==> config.mk <==
export PLATFORM = sky130hd
export DESIGN_NAME = swc_clean_decoder
export DESIGN_NICKNAME = d
export VERILOG_FILES = /design/src/rtl/swc_pkg.sv /design/src/rtl/swc_op_match.sv /design/src/rtl/swc_trap_gate.sv /design/src/rtl/swc_geom_split.sv /design/src/rtl/swc_clean_decoder.sv
export SDC_FILE = /design/constraint.sdc
export NUM_CORES = 1
export LEC_CHECK = 0
export BUFFER_PORTS_ARGS = -buffer_cell sky130_fd_sc_hd__buf_2
export CELL_PAD_IN_SITES_DETAIL_PLACEMENT = 1
export CELL_PAD_IN_SITES_GLOBAL_PLACEMENT = 2
export CORE_MARGIN = 2
export CORE_UTILIZATION = 17
export CTS_CLUSTER_DIAMETER = 150
export DETAILED_ROUTE_END_ITERATION = 8
export GPL_TIMING_DRIVEN = 1
export PLACE_DENSITY = 0.76
export SETUP_SLACK_MARGIN = 0.1
export SYNTH_ARGS = -nofsm -noshare
export SYNTH_HDL_FRONTEND = slang
export SYNTH_SLANG_ARGS = --single-unit
==> constraint.sdc <==
create_clock -name clk -period 2.23 [get_ports clk]
set_clock_uncertainty 0.1 [all_clocks]
set_input_delay 0.1115 -clock clk [delete_from_list [all_inputs] [get_ports clk]]
set_output_delay 0.1115 -clock clk [all_outputs]
set_load 0.03 [all_outputs]
==> src/rtl/swc_pkg.sv <==
package swc_pkg;

  typedef enum logic [1:0] {
    PRIV_USER   = 2'd0,
    PRIV_KERNEL = 2'd1,
    PRIV_HYP    = 2'd2,
    PRIV_MON    = 2'd3
  } priv_e;

  localparam logic [3:0] SWC_COPROC = 4'b1111;
  localparam logic [2:0] SWC_OPC1   = 3'b000;
  localparam logic [3:0] SWC_CRN    = 4'b0111;
  localparam logic [3:0] SWC_CRM    = 4'b1010;
  localparam logic [2:0] SWC_OPC2   = 3'b010;

  localparam int unsigned SYN_W = 6;
  localparam logic [SYN_W-1:0] SWC_SYNDROME = 6'h03;

  localparam logic CAUSE_CR7 = 1'b0;
  localparam logic CAUSE_SW  = 1'b1;

  typedef struct packed {
    logic undef;
    logic trap;
    logic trap_h64;
    logic cause;
    logic issue;
  } gate_res_t;

endpackage

==> src/rtl/swc_op_match.sv <==
module swc_op_match
  import swc_pkg::*;
(
  input  logic [3:0] coproc,
  input  logic [2:0] opc1,
  input  logic [3:0] crn,
  input  logic [3:0] crm,
  input  logic [2:0] opc2,
  output logic       hit
);

  logic [4:0] field_ok;

  always_comb begin
    field_ok[0] = (coproc == SWC_COPROC);
    field_ok[1] = (opc1   == SWC_OPC1);
    field_ok[2] = (crn    == SWC_CRN);
    field_ok[3] = (crm    == SWC_CRM);
    field_ok[4] = (opc2   == SWC_OPC2);
    hit         = &field_ok;
  end

endmodule

==> src/rtl/swc_trap_gate.sv <==
module swc_trap_gate
  import swc_pkg::*;
(
  input  logic [1:0] priv_level,
  input  logic       hyp_on,
  input  logic       hyp_64,
  input  logic       cr7_trap_h64,
  input  logic       cr7_trap_h32,
  input  logic       sw_trap_h64,
  input  logic       sw_trap_h32,
  output gate_res_t  res
);

  priv_e lvl;
  logic  t_cr7, t_sw;

  always_comb begin
    lvl   = priv_e'(priv_level);
    // Only the bits of the hypervisor width in use participate.
    t_cr7 = hyp_64 ? cr7_trap_h64 : cr7_trap_h32;
    t_sw  = hyp_64 ? sw_trap_h64  : sw_trap_h32;
    res   = '0;
    unique case (lvl)
      PRIV_USER: res.undef = 1'b1;
      PRIV_KERNEL: begin
        if (hyp_on && t_cr7) begin
          res.trap     = 1'b1;
          res.trap_h64 = hyp_64;
          res.cause    = CAUSE_CR7;
        end else if (hyp_on && t_sw) begin
          res.trap     = 1'b1;
          res.trap_h64 = hyp_64;
          res.cause    = CAUSE_SW;
        end else begin
          res.issue = 1'b1;
        end
      end
      default: res.issue = 1'b1;
    endcase
  end

endmodule

==> src/rtl/swc_geom_split.sv <==
module swc_geom_split #(
  parameter int unsigned NUM_LEVELS = 2,
  parameter int unsigned WAY_W      = 3,
  parameter int unsigned SET_W      = 9,
  parameter int unsigned LVL_WAYS  [NUM_LEVELS] = '{4, 6},
  parameter int unsigned LVL_SETS  [NUM_LEVELS] = '{96, 512},
  parameter int unsigned LVL_LINE  [NUM_LEVELS] = '{64, 128}
) (
  input  logic [31:0]      op_data,
  output logic [2:0]       level,
  output logic [SET_W-1:0] set_idx,
  output logic [WAY_W-1:0] way_idx,
  output logic             bad
);

  logic [WAY_W-1:0] way_arr [NUM_LEVELS];
  logic [SET_W-1:0] set_arr [NUM_LEVELS];
  logic             bad_arr [NUM_LEVELS];
  logic             unused_data;

  assign unused_data = ^op_data;

  for (genvar g = 0; g < NUM_LEVELS; g++) begin : g_lvl
    localparam int unsigned A = $clog2(LVL_WAYS[g]);
    localparam int unsigned S = $clog2(LVL_SETS[g]);
    localparam int unsigned L = $clog2(LVL_LINE[g]);

    if (A == 0) begin : g_noway
      assign way_arr[g] = '0;
    end else begin : g_way
      assign way_arr[g] = WAY_W'(op_data[31 -: A]);
    end

    if (S == 0) begin : g_noset
      assign set_arr[g] = '0;
    end else begin : g_set
      assign set_arr[g] = SET_W'(op_data[L +: S]);
    end

    assign bad_arr[g] = (32'(way_arr[g]) >= LVL_WAYS[g]) ||
                        (32'(set_arr[g]) >= LVL_SETS[g]);
  end

  always_comb begin
    level   = op_data[3:1];
    set_idx = '0;
    way_idx = '0;
    bad     = 1'b1;
    for (int i = 0; i < NUM_LEVELS; i++) begin
      if (level == 3'(i)) begin
        set_idx = set_arr[i];
        way_idx = way_arr[i];
        bad     = bad_arr[i];
      end
    end
  end

endmodule

==> src/rtl/swc_clean_decoder.sv <==
module swc_clean_decoder
  import swc_pkg::*;
#(
  parameter int unsigned NUM_LEVELS = 2,
  parameter int unsigned LVL_WAYS  [NUM_LEVELS] = '{4, 6},
  parameter int unsigned LVL_SETS  [NUM_LEVELS] = '{96, 512},
  parameter int unsigned LVL_LINE  [NUM_LEVELS] = '{64, 128},
  localparam int unsigned WAY_W = calc_way_w(),
  localparam int unsigned SET_W = calc_set_w()
) (
  input  logic             clk,
  input  logic             rst_n,
  input  logic             op_valid,
  output logic             op_ready,
  input  logic [3:0]       op_coproc,
  input  logic [2:0]       op_opc1,
  input  logic [3:0]       op_crn,
  input  logic [3:0]       op_crm,
  input  logic [2:0]       op_opc2,
  input  logic [31:0]      op_data,
  input  logic [1:0]       priv_level,
  input  logic             hyp_on,
  input  logic             hyp_64,
  input  logic             cr7_trap_h64,
  input  logic             cr7_trap_h32,
  input  logic             sw_trap_h64,
  input  logic             sw_trap_h32,
  output logic             res_undef,
  output logic             res_trap,
  output logic             res_trap_h64,
  output logic             res_trap_cause,
  output logic [5:0]       res_syndrome,
  output logic             res_range_err,
  output logic             cln_valid,
  input  logic             cln_ready,
  output logic [2:0]       cln_level,
  output logic [SET_W-1:0] cln_set,
  output logic [WAY_W-1:0] cln_way
);

  function automatic int unsigned calc_way_w();
    int unsigned m = 1;
    for (int i = 0; i < NUM_LEVELS; i++)
      if ($clog2(LVL_WAYS[i]) > m) m = $clog2(LVL_WAYS[i]);
    return m;
  endfunction

  function automatic int unsigned calc_set_w();
    int unsigned m = 1;
    for (int i = 0; i < NUM_LEVELS; i++)
      if ($clog2(LVL_SETS[i]) > m) m = $clog2(LVL_SETS[i]);
    return m;
  endfunction

  logic             op_hit;
  gate_res_t        gate;
  logic [2:0]       sp_level;
  logic [SET_W-1:0] sp_set;
  logic [WAY_W-1:0] sp_way;
  logic             sp_bad;
  logic             fire;

  swc_op_match u_match (
    .coproc (op_coproc),
    .opc1   (op_opc1),
    .crn    (op_crn),
    .crm    (op_crm),
    .opc2   (op_opc2),
    .hit    (op_hit)
  );

  swc_trap_gate u_gate (
    .priv_level   (priv_level),
    .hyp_on       (hyp_on),
    .hyp_64       (hyp_64),
    .cr7_trap_h64 (cr7_trap_h64),
    .cr7_trap_h32 (cr7_trap_h32),
    .sw_trap_h64  (sw_trap_h64),
    .sw_trap_h32  (sw_trap_h32),
    .res          (gate)
  );

  swc_geom_split #(
    .NUM_LEVELS (NUM_LEVELS),
    .WAY_W      (WAY_W),
    .SET_W      (SET_W),
    .LVL_WAYS   (LVL_WAYS),
    .LVL_SETS   (LVL_SETS),
    .LVL_LINE   (LVL_LINE)
  ) u_split (
    .op_data (op_data),
    .level   (sp_level),
    .set_idx (sp_set),
    .way_idx (sp_way),
    .bad     (sp_bad)
  );

  assign op_ready = !cln_valid;
  assign fire     = op_valid && op_ready && op_hit;

  always_ff @(posedge clk) begin
    if (!rst_n) begin
      res_undef      <= 1'b0;
      res_trap       <= 1'b0;
      res_trap_h64   <= 1'b0;
      res_trap_cause <= 1'b0;
      res_syndrome   <= '0;
      res_range_err  <= 1'b0;
      cln_valid      <= 1'b0;
      cln_level      <= '0;
      cln_set        <= '0;
      cln_way        <= '0;
    end else begin
      res_undef      <= fire && gate.undef;
      res_trap       <= fire && gate.trap;
      res_trap_h64   <= fire && gate.trap && gate.trap_h64;
      res_trap_cause <= fire && gate.trap && gate.cause;
      res_syndrome   <= (fire && gate.trap) ? SWC_SYNDROME : '0;
      res_range_err  <= fire && gate.issue && sp_bad;
      if (fire && gate.issue && !sp_bad) begin
        cln_valid <= 1'b1;
        cln_level <= sp_level;
        cln_set   <= sp_set;
        cln_way   <= sp_way;
      end else if (cln_valid && cln_ready) begin
        cln_valid <= 1'b0;
      end
    end
  end

  p_user_undef_r2: assert property (@(posedge clk) disable iff (!rst_n)
    (op_valid && op_ready && op_hit && priv_level == 2'd0) |=> res_undef);

  p_trap_syn_r5: assert property (@(posedge clk) disable iff (!rst_n)
    res_trap |-> (res_syndrome == 6'h03 && res_trap_h64 == $past(hyp_64)));

  p_high_priv_issue_r6: assert property (@(posedge clk) disable iff (!rst_n)
    (op_valid && op_ready && op_hit && priv_level[1]) |=> (!res_undef && !res_trap));

  p_one_outcome_r9: assert property (@(posedge clk) disable iff (!rst_n)
    $onehot0({res_undef, res_trap, res_range_err, cln_valid}));

  p_hold_req_r10: assert property (@(posedge clk) disable iff (!rst_n)
    (cln_valid && !cln_ready) |=> (cln_valid && $stable(cln_level) &&
                                   $stable(cln_set) && $stable(cln_way)));

  p_unclaimed_r11: assert property (@(posedge clk) disable iff (!rst_n)
    (op_valid && op_ready && !op_hit) |=>
      (!res_undef && !res_trap && !res_range_err && !cln_valid));

endmodule

==> flow_summary_export.csv <==
group,metric,value,unit
timing,max_freq,498.3,MHz
route,drt-pass1-iter-count,2,
worst_setup_path,cp-start-kind,"register",
grt,grtUsageTotal,8.832,%
timing,final-hold-violation-count,0,
power,p_leak,0.7102,nW
timing,slew_headroom,64.42,%
worst_setup_path,worstPathRequired,2320,ps
grt,grt_pass1_wl,5.043,mm
timing,tns,0,ps
timing,drv_slew,0,
floorplanning,start_util,17.46,%
route,avgRoutedWirePerCell,12.07,microns
finish,nNetsFinal,253,
route,ant_nets,0,
cts,htreeDepth,1,
worst_setup_path,critPathMaxStageDelay,560,ps
finish,finalCoreUtilization,25.80,%
cts,clk_path_buf_depth,2,
floorplanning,die_area,7144,sq um
worst_setup_path,r2r-end,"cln_set[3]",
cts,cts_sinks,21,
cts,cts_made_buffers,3,
place,io_buffers,69,
place,dp.cells,258,
cts,clock_latency,260,ps
worst_setup_path,crit_chain,"nand4b_1 -> or4b_4 -> a2111oi_4 -> buf_4 -> clkbuf_16 -> mux2i_1",
timing,worst_pin_slew,529.1,ps
power,powerDensity,455.6,nW/um^2
timing,rsz0062_at_grt,"false",
power,ir_worst_vdd,246.9,uV
floorplanning,fp.dieW,84.53,microns
cts,ctsRootBufferMaster,"clkbuf_8",
run,cap_violations,0,
route,drt_iter0_markers,14,
synth,seq_area_frac_synth,38.14,%
worst_setup_path,crit_slowest_cell,"or4b_4",
timing,setup_viol,0,
synth,syn_inst,118,
route,totalWireLength,3.224,mm
route,drc_errors,0,
place,dpl.hpwl,2.479,mm
hold_path,hold_class,"in -> reg",
finish,mostFrequentLayoutCells,"buf_2, nand2_1, dfxtp_1",
timing,fin_crit,2007,ps
grt,grt_pass1_vias,1105,
power,finalPower,0.7423,mW
hold_path,min_to,"cln_set[7]",
finish,instances_no_fill,267,
cts,cts_tree,"done",
route,dr_total_vias,1088,
synth,yosys_warnings,0,
hold_path,holdPathStages,3,
synth,avgSynthCellArea,9.342,sq um
place,dpl_cell_area,1513,sq um
timing,final.setup.worst_slack,223.3,ps
timing,period_share,89.98,%
grt,grt_overflow,0,
grt,grt_max_degree,17,
place,place_ws,-18.81,ps
finish,antenna_cells,0,
synth,ys_ff_latch,21,
finish,mostFrequentLayoutCell,"buf_2",
finish,area.growth.synth_to_final,47.79,%
worst_setup_path,r2r_slack,220,ps
timing,hold_slack,18.74,ps
finish,design_area,1629,sq um
worst_setup_path,crit_type,"reg -> reg",
floorplanning,core_area,6314,sq um
route,vias_per_cell,4.075,
hold_path,min_from,"op_data[14]",
grt,antenna_found_initial,0,
place,routabilityCongestion,0.7004,
worst_setup_path,rr_worst_depth,6,
status,status,"finished, final reports clean",
cts,path_clk_slew,80,ps
worst_setup_path,end_kind,"register",
floorplanning,num_io_pins,90,
synth,syn_area,1102,sq um
worst_setup_path,cp.arrival,2100,ps
synth,synth.distinct_cells,32,
floorplanning,die-height,84.53,microns
finish,drive_gt1_share,48.42,%
worst_setup_path,worstPathMaxFanout,8,
worst_setup_path,r2r-start,"cln_valid",
floorplanning,row_count,29,
==> flip-flops by register name, indices dropped and copies added, names as in the netlist <==
register and flops:
cln_valid 1, res_trap_cause 1, res_syndrome 1, res_range_err 1
cln_way 3, cln_set 9, res_trap_h64 1, cln_level 3
res_undef 1
==> worst max path at each step <==
stage | from | to | slack, ps
2_1_floorplan | op_crm[2] | cln_set[7] | -30
3_3_place_gp | op_crm[2] | cln_set[2] | -8
6_report | cln_valid | cln_set[3] | 220
3_5_place_dp | op_crm[2] | cln_way[0] | -20
4_1_cts | cln_valid | res_trap_h64 | 130
5_1_grt | cln_valid | cln_set[0] | 110
==> worst max-delay path: cells and delay by family (launching register included) <==
family / cells / cell delay, ps
compound gates: 1 / 280
buf+inv: 2 / 350
flops: 1 / 330
mux: 1 / 170
simple gates: 2 / 720
==> layout make-up <==
cell class / instances / area (sq um)
Inverter: 5 / 18.77
Timing Repair Buffer: 76 / 435.4
Fill cell: 780 / 4684
Tap cell: 77 / 96.34
Sequential cell: 21 / 421.7
Clock buffer: 4 / 45.04
Multi-Input combinational cell: 84 / 611.8
==> synthesized netlist by cell type, drive strengths merged <==
cell type  count  area share, %
or2            1           0.57
nand4b         1           0.79
a32o           2            1.8
dfxtp         21             38
nor2           4            1.4
nand2         25            8.5
mux2i         13             12
nand3          3            1.4
nand2b         1           0.57
nor4           1           0.57
or4            1            1.0
mux2           8            8.2
or4b           2            1.8
a2111oi        1            2.5
or4bb          1            1.0
or3            2            1.2
a21oi          1           0.45
nor2b          1           0.57
o21a           1           0.68
a211oi         1           0.68
clkbuf         4            1.4
nor3b          3            2.0
nor4b          1           0.79
o31ai          1           0.68
inv            5            1.7
nor3           4            1.8
nand4bb        1            2.5
buf            7            5.1
conb           1           0.34
==> power breakdown <==
| part | internal, mW | leakage [nW] | switching [mW] |
|---|---|---|---|
| Clock | 0.127 | 0.0228 | 0.131 |
| Combinational | 0.0556 | 0.518 | 0.0539 |
| Sequential | 0.374 | 0.170 | 0.0000000220 |
==> what timing repair did <==
action | CTS | global route
hold buffers | 3 | 0
buffers inserted | 0 | 1
hold endpoints to repair | 4 | 0
resized for setup | 1 | 1
gates cloned | 0 | 1
pin swaps | 0 | 1
setup endpoints to repair | 1 | 15
==> logic make-up after synthesis <==
logic type             after synthesis  share of synthesized area [%]
and+or+nand+nor                     52                          26.56
muxes                               21                          19.98
other                                1                         0.3402
DFF                                 21                          38.14
buffers and inverters               16                          8.172
AOI/OAI and AO/OA                    7                          6.811
==> per-layer routing <==
layer | routed length (microns) | track usage [%] | up-vias
met3 | 221 | 2.655 | 2
met5 | 0 | 0 | -
li1 | - | - | 541
met2 | 1601 | 15.18 | 35
met1 | 1381 | 10.99 | 510
met4 | 19 | 1.732 | 0
Note: power is estimated with default switching activity, not from simulation.
